[config.mk]
export PLATFORM = sky130hd
export DESIGN_NAME = gtc13_timer
export DESIGN_NICKNAME = d
export VERILOG_FILES = /design/src/rtl/gtc_pkg.sv /design/src/rtl/gtc_tick_div.sv /design/src/rtl/gtc_edge_sync.sv /design/src/rtl/gtc_count_core.sv /design/src/rtl/gtc13_timer.sv
export SDC_FILE = /design/constraint.sdc
export NUM_CORES = 1
export LEC_CHECK = 0
export ABC_AREA = 1
export BUFFER_PORTS_ARGS = -buffer_cell sky130_fd_sc_hd__clkbuf_2
export CAP_MARGIN = 20
export CELL_PAD_IN_SITES_DETAIL_PLACEMENT = 1
export CELL_PAD_IN_SITES_GLOBAL_PLACEMENT = 1
export CORE_ASPECT_RATIO = 0.7
export CORE_MARGIN = 4
export CORE_UTILIZATION = 36
export CTS_CLUSTER_DIAMETER = 60
export DETAILED_ROUTE_END_ITERATION = 10
export HOLD_SLACK_MARGIN = 0.12
export MAX_ROUTING_LAYER = met4
export PLACE_DENSITY = 0.77
export SLEW_MARGIN = 10
export SYNTH_ARGS = -nofsm -noshare
export SYNTH_HDL_FRONTEND = slang
export SYNTH_SLANG_ARGS = --single-unit
[constraint.sdc]
create_clock -name clk -period 1.8 [get_ports clk]
set_input_delay 0.09 -clock clk [delete_from_list [all_inputs] [get_ports clk]]
set_output_delay 0.09 -clock clk [all_outputs]
set_load 0.1 [all_outputs]
[src/rtl/gtc_pkg.sv]
package gtc_pkg;
   typedef enum logic {
      SRC_DIV = 1'b0,
      SRC_PIN = 1'b1
   } gtc_src_e;
endpackage

[src/rtl/gtc_tick_div.sv]
module gtc_tick_div #(
   parameter int DIV = 12
) (
   input  logic clk,
   input  logic rst_n,
   output logic tick
);
   localparam int CW = (DIV > 1) ? $clog2(DIV) : 1;

   generate
      if (DIV < 1) begin : g_bad
         $error("gtc_tick_div: DIV must be at least 1");
      end
      if (DIV == 1) begin : g_pass
         assign tick = 1'b1;
      end else begin : g_mod
         logic [CW-1:0] phase_q;
         assign tick = (phase_q == CW'(DIV - 1));
         always_ff @(posedge clk or negedge rst_n) begin
            if (!rst_n)    phase_q <= '0;
            else if (tick) phase_q <= '0;
            else           phase_q <= phase_q + 1'b1;
         end
      end
   endgenerate
endmodule

[src/rtl/gtc_edge_sync.sv]
module gtc_edge_sync #(
   parameter int STAGES = 2
) (
   input  logic clk,
   input  logic rst_n,
   input  logic pin,
   output logic fall
);
   generate
      if (STAGES < 2) begin : g_bad
         $error("gtc_edge_sync: STAGES must be at least 2");
      end
   endgenerate

   logic [STAGES:0] shift_q;

   always_ff @(posedge clk or negedge rst_n) begin
      if (!rst_n) shift_q <= '0;
      else        shift_q <= {shift_q[STAGES-1:0], pin};
   end

   assign fall = shift_q[STAGES] & ~shift_q[STAGES-1];
endmodule

[src/rtl/gtc_count_core.sv]
module gtc_count_core #(
   parameter int HI_W   = 8,
   parameter int LO_W   = 5,
   parameter int BYTE_W = 8
) (
   input  logic              clk,
   input  logic              rst_n,
   input  logic              step,
   input  logic              hi_wr,
   input  logic              lo_wr,
   input  logic [BYTE_W-1:0] wr_data,
   input  logic              ovf_clr,
   output logic [HI_W-1:0]   hi_q,
   output logic [LO_W-1:0]   lo_q,
   output logic              ovf_q
);
   localparam int CW = HI_W + LO_W;

   logic          any_wr;
   logic          wrap;
   logic [CW-1:0] nxt;

   assign any_wr = hi_wr | lo_wr;
   assign nxt    = {hi_q, lo_q} + 1'b1;
   assign wrap   = step & ~any_wr & (&{hi_q, lo_q});

   always_ff @(posedge clk or negedge rst_n) begin
      if (!rst_n) begin
         hi_q <= '0;
         lo_q <= '0;
      end else if (any_wr) begin
         if (hi_wr) hi_q <= wr_data[HI_W-1:0];
         if (lo_wr) lo_q <= wr_data[LO_W-1:0];
      end else if (step) begin
         {hi_q, lo_q} <= nxt;
      end
   end

   always_ff @(posedge clk or negedge rst_n) begin
      if (!rst_n)       ovf_q <= 1'b0;
      else if (wrap)    ovf_q <= 1'b1;
      else if (ovf_clr) ovf_q <= 1'b0;
   end
endmodule

[src/rtl/gtc13_timer.sv]
module gtc13_timer #(
   parameter int HI_W        = 8,
   parameter int LO_W        = 5,
   parameter int BYTE_W      = 8,
   parameter int CLK_DIV     = 12,
   parameter int SYNC_STAGES = 2
) (
   input  logic              clk,
   input  logic              rst_n,
   input  logic              run_en,
   input  logic              gate_en,
   input  logic              ext_sel,
   input  logic              gate_pin,
   input  logic              cnt_pin,
   input  logic              hi_wr,
   input  logic              lo_wr,
   input  logic [BYTE_W-1:0] wr_data,
   input  logic              ovf_clr,
   output logic [BYTE_W-1:0] hi_rd,
   output logic [BYTE_W-1:0] lo_rd,
   output logic              ovf_flag,
   output logic              irq
);
   import gtc_pkg::*;

   generate
      if (HI_W < 1 || HI_W > BYTE_W) begin : g_bad_hi
         $error("gtc13_timer: HI_W must lie in 1..BYTE_W");
      end
      if (LO_W < 1 || LO_W > BYTE_W) begin : g_bad_lo
         $error("gtc13_timer: LO_W must lie in 1..BYTE_W");
      end
   endgenerate

   logic            div_tick;
   logic            pin_fall;
   logic            src_tick;
   logic            gate_ok;
   logic            step;
   logic [HI_W-1:0] hi_q;
   logic [LO_W-1:0] lo_q;

   gtc_tick_div #(.DIV(CLK_DIV)) u_div (
      .clk   (clk),
      .rst_n (rst_n),
      .tick  (div_tick)
   );

   gtc_edge_sync #(.STAGES(SYNC_STAGES)) u_sync (
      .clk   (clk),
      .rst_n (rst_n),
      .pin   (cnt_pin),
      .fall  (pin_fall)
   );

   assign src_tick = (gtc_src_e'(ext_sel) == SRC_PIN) ? pin_fall : div_tick;
   assign gate_ok  = ~gate_en | gate_pin;
   assign step     = run_en & gate_ok & src_tick;

   gtc_count_core #(.HI_W(HI_W), .LO_W(LO_W), .BYTE_W(BYTE_W)) u_core (
      .clk     (clk),
      .rst_n   (rst_n),
      .step    (step),
      .hi_wr   (hi_wr),
      .lo_wr   (lo_wr),
      .wr_data (wr_data),
      .ovf_clr (ovf_clr),
      .hi_q    (hi_q),
      .lo_q    (lo_q),
      .ovf_q   (ovf_flag)
   );

   generate
      if (HI_W < BYTE_W) begin : g_hi_pad
         assign hi_rd = {{(BYTE_W-HI_W){1'b0}}, hi_q};
      end else begin : g_hi_full
         assign hi_rd = hi_q;
      end
      if (LO_W < BYTE_W) begin : g_lo_pad
         assign lo_rd = {{(BYTE_W-LO_W){1'b0}}, lo_q};
      end else begin : g_lo_full
         assign lo_rd = lo_q;
      end
   endgenerate

   assign irq = ovf_flag;
endmodule

==> results by stage <==
Run status:
- The flow ran to the end, and the final reports show no timing, DRC or antenna violations.

Floorplan:
- The die extent in y is 57.72 um.
- The floorplan row count is 17.
- The core area is 3276 um^2.
- 36 I/O pins were placed.
- From left edge to right edge, the die measures 79.03 um.
- The initial utilization of the core area, before any placement, comes to 38.81%.
- The die covers 4561 um^2.

Timing:
- The setup slack of the critical path after layout is 198.5 ps.
- The final period demand of the worst path is 1602 ps.
- Between clock sinks in the finished design, the worst skew comes to 8.116 ps.
- Setup repair after global routing left no endpoint under its margin.
- Derived from the worst setup path, the maximum achievable clock frequency is 624.4 MHz.
- The worst slew slack as a fraction of its limit is 62.91%.
- The transition at the pin with the smallest max-transition slack is 556.4 ps.
- The total count of max-transition violations in the final report is 0.
- The final critical-path share of the clock period is 88.97%.
- Hold is met by 171.6 ps.
- The number of hold violations in the final report is 0.
- Setup violations remaining at the end of the flow were counted as 0.

Worst setup path:
- Traced cell by cell, the critical path runs through ha_1 -> nand2_1 -> o21bai_1 -> nand3_2 -> nand2_2 -> nand2_1 -> o21ai_0.
- On the critical path, the stage with the largest delay is an instance of sky130_fd_sc_hd__dfrtp_1.
- The count of buffer and inverter cells on the critical path is 0.
- Data on the critical path arrives at its endpoint at 1780 ps.
- The worst setup path is captured at a flop.
- Broken down by cell family, the worst path's largest delay share belongs to simple AND/OR/NAND/NOR gates.
- The critical path is of the flop to flop type.
- By instance count, the cell type seen most on the critical path is sky130_fd_sc_hd__nand2_1.
- In this design, the stage delay of the slowest critical-path cell is 390 ps.
- The maximum fanout along the worst path is 13.
- The worst setup path is launched from a flop.
- The data required time at the worst endpoint is 1980 ps.

Clocking:
- The later pin in the worst-skew pair is clocked with a latency of 260 ps.
- Once the clock tree was built, the setup fixing pass inserted 0 buffers.
- The CTS tree is done.
- The buffer levels on the longest clock path is 2.
- CTS saw 21 sinks.
- The root buffer cell chosen for the clock tree is sky130_fd_sc_hd__clkbuf_8.
- In this run, CTS created clock tree buffers numbering 3.
- The level count of the clock H-tree is 1.
- The clock input transition at the sequential cells of the worst setup and hold paths is 80 ps.

Route:
- The total detailed-routing wirelength is 3686 um.
- The routed via count is 1299.
- Once detail routing completed, the nets flagged for antenna violations numbered 0.
- The routed wirelength normalized by instance count is 13.91 um.
- Dividing the detail-routed via count by the number of cells gives 4.902.
- The initial detailed-routing violation count is 81.
- The first-pass iteration count of the detailed router is 4.
- In the routed design, unresolved DRC markers number 0.

Logic synthesis:
- Sorting the synthesized cells by area gives the leading types as sky130_fd_sc_hd__dfrtp_1 (41%), sky130_fd_sc_hd__nand2_1 (18%), sky130_fd_sc_hd__nand3_1 (9.1%).
- The most used flip-flop cell after synthesis is sky130_fd_sc_hd__dfrtp_1.
- The sequential share of the synthesized area is 41.34%.
- During synthesis, Yosys emitted a total of 0 warnings.
- In this run, synthesis inferred 0 flip-flops with an integrated enable.
- The synthesized design contains 21 register bits.
- The proportion of synthesized flip-flops having asynchronous set or reset is 100.0%.
- Summed over all instances, the cell type with the most area after synthesis is sky130_fd_sc_hd__dfrtp_1.
- The average footprint of a synthesized cell is 6.985 um^2.
- The distinct cell type count of the synthesized netlist is 25.
- The area of the mapped netlist is 1271 um^2.
- In the synthesized netlist, the number of instances is 182.
- The area share of the leading cell type in the synthesized netlist is 41.34%.
- The most frequently used cell type in the post-synthesis netlist is sky130_fd_sc_hd__nand2_1.
- By count the netlist is led by sky130_fd_sc_hd__nand2_1 (62), sky130_fd_sc_hd__nand3_1 (23), sky130_fd_sc_hd__dfrtp_1 (21), sky130_fd_sc_hd__inv_1 (21), sky130_fd_sc_hd__o21ai_0 (15).

Placement:
- In this run the tool buffered the top-level ports with 32 buffer cells.
- Routability-driven placement finished with a final weighted congestion of 0.8314.
- Before CTS, the worst setup slack after placement is 149.8 ps.
- The placed wire-length estimate after detailed placement is 2882 um.
- In this run, placement finished with an instance count of 258.

Final layout:
- The relative area change from synthesis to final layout is 21.85%.
- Cells fill 47.29% of the core in the end.
- The number of fillers in the final layout is 452.
- The final cell count without fillers is 265.
- Summing all multi-input logic gate instances after layout gives 629.4 um^2.
- The number of nets in the finished design is 239.
- The number of antenna cells inserted is 0.
- The area used by sequential logic in the layout is 534.3 um^2.
- The share of layout cells above drive strength 1 is 23.85%.

Power and ir drop:
- Of the total power, combinational logic draws 37.5%.
- The leakage power summed over all cells is 0.8066 nW.
- The net load switching power is 0.0006501 W.
- The sequential fraction of design power is 40.2%.
- Power spread over the standard cell area amounts to 912.6 nW/um^2.
- The clock network accounts for 22.3% of the total power.
- VDD sags by at most 0.0006087 V.
- The internal portion of the total power is 0.0007635 W.
- Net switching is 45.99% of the power.

Worst hold path:
- The class of the tightest hold or removal check is primary input to flop.

Global route:
- Entering global routing, the biggest net connects 22 pins.
- The initial antenna violation count is 0.
- The first global-routing pass estimated 6196 um of wire.
- Global routing used 17.70% of the available tracks across all layers.
- The total congestion overflow after global routing is 0.
- The number of global-route vias before repair came to 1312.

Run:
- The max capacitance violation total is 0.
repair_timing:
action / in CTS / in global routing
endpoints found under the hold margin: 23 / 0
hold buffers: 3 / 0
setup endpoints to repair: 0 / 4
gates resized for setup: 0 / 2
final timing paths:
path                                             startpoint  slack (ps)  cells after the start                          endpoint
max reg2reg                u_div.g_mod.phase_q[0]$_DFF_PN0_         200                      7        u_core.hi_q[2]$_DFFE_PN0P_
min in group asynchronous                             rst_n         340                      2  u_div.g_mod.phase_q[3]$_DFF_PN0_
min reg2reg                     u_sync.shift_q[0]$_DFF_PN0_         370                      0       u_sync.shift_q[1]$_DFF_PN0_
max                        u_div.g_mod.phase_q[0]$_DFF_PN0_         200                      7        u_core.hi_q[2]$_DFFE_PN0P_
min                                              wr_data[2]         170                      5        u_core.lo_q[2]$_DFFE_PN0P_
max in group asynchronous                             rst_n        1060                      2        u_core.hi_q[0]$_DFFE_PN0P_
worst register-to-register path: cells and delay by family (launching register included):
| kind | cells | cell delay [ps] |
|---|---|---|
| flops | 1 | 390 |
| simple gates | 4 | 680 |
| fa+ha+maj | 1 | 230 |
| compound gates | 2 | 230 |
cells by family after synthesis:
logic type,synth area share [%]
AOI/OAI and AO/OA,9.449
xor gates and xnor gates,0.6891
adders and majority gates,1.968
buffers and inverters,10.14
DFF,41.34
other,0.2950
and+or+nand+nor,36.12
flip-flops by register name (all words and copies together), names as in the netlist:
name                 count
u_core.ovf_q             1
u_sync.shift_q           3
u_div.g_mod.phase_q      4
u_core.hi_q              8
u_core.lo_q              5
cell usage in the layout, fill, tap and decap left out:
cell / count
sky130_fd_sc_hd__nor2_4: 1
sky130_fd_sc_hd__o21ai_0: 15
sky130_fd_sc_hd__a31oi_1: 1
sky130_fd_sc_hd__inv_1: 21
sky130_fd_sc_hd__dlygate4sd3_1: 3
sky130_fd_sc_hd__o21ai_1: 1
sky130_fd_sc_hd__nor3_1: 1
sky130_fd_sc_hd__clkbuf_2: 32
sky130_fd_sc_hd__o21bai_1: 1
sky130_fd_sc_hd__buf_4: 1
sky130_fd_sc_hd__clkbuf_8: 3
sky130_fd_sc_hd__nor2_2: 2
sky130_fd_sc_hd__nand3_2: 1
sky130_fd_sc_hd__nand2_1: 60
sky130_fd_sc_hd__a21oi_1: 4
sky130_fd_sc_hd__nand2_2: 3
sky130_fd_sc_hd__nor2_1: 11
sky130_fd_sc_hd__dfrtp_2: 7
sky130_fd_sc_hd__or2_2: 1
sky130_fd_sc_hd__xor2_1: 1
sky130_fd_sc_hd__nand3_1: 23
sky130_fd_sc_hd__ha_1: 2
sky130_fd_sc_hd__o22ai_1: 1
sky130_fd_sc_hd__dfrtp_1: 14
sky130_fd_sc_hd__nand4_1: 3
sky130_fd_sc_hd__conb_1: 3
sky130_fd_sc_hd__clkinv_2: 1
sky130_fd_sc_hd__clkinv_1: 1
per-stage QoR:
step                total power [W]  TNS, ps  area [um^2]
finish                     0.001414        0         1549
global route               0.001500        0         1549
CTS                        0.001427        0         1544
detailed placement         0.001104        0         1468
global placement           0.001090        0         1468
floorplan                 0.0009880   -14.41         1287
area by class of cell:
type / instances / area share (%)
inverters: 22 / 5.331
repair buffers: 36 / 12.76
multi-input cells: 135 / 40.63
clock inverters: 1 / 0.3231
flip-flops and latches: 21 / 34.49
well taps: 47 / 3.796
clock buffers: 3 / 2.666
power groups by stage:
stage	combinational [W]	clock, W	sequential [W]
after floorplan	0.000157	0	0.000831
after global placement	0.000518	0	0.000573
after detailed placement	0.000528	0	0.000576
after CTS	0.000534	0.000326	0.000567
after global routing	0.000569	0.000355	0.000576
final	0.000530	0.000316	0.000568
routing by layer:
| metal | up-vias | share of wire (%) | track usage [%] |
|---|---|---|---|
| met2 | 26 | 49 | 29.98 |
| met4 | 0 | 0.33 | 3.186 |
| met1 | 625 | 47 | 21.87 |
| met5 | - | 0 | - |
| li1 | 646 | - | - |
| met3 | 2 | 4.1 | 4.193 |
(Power assumes the default switching activity.)
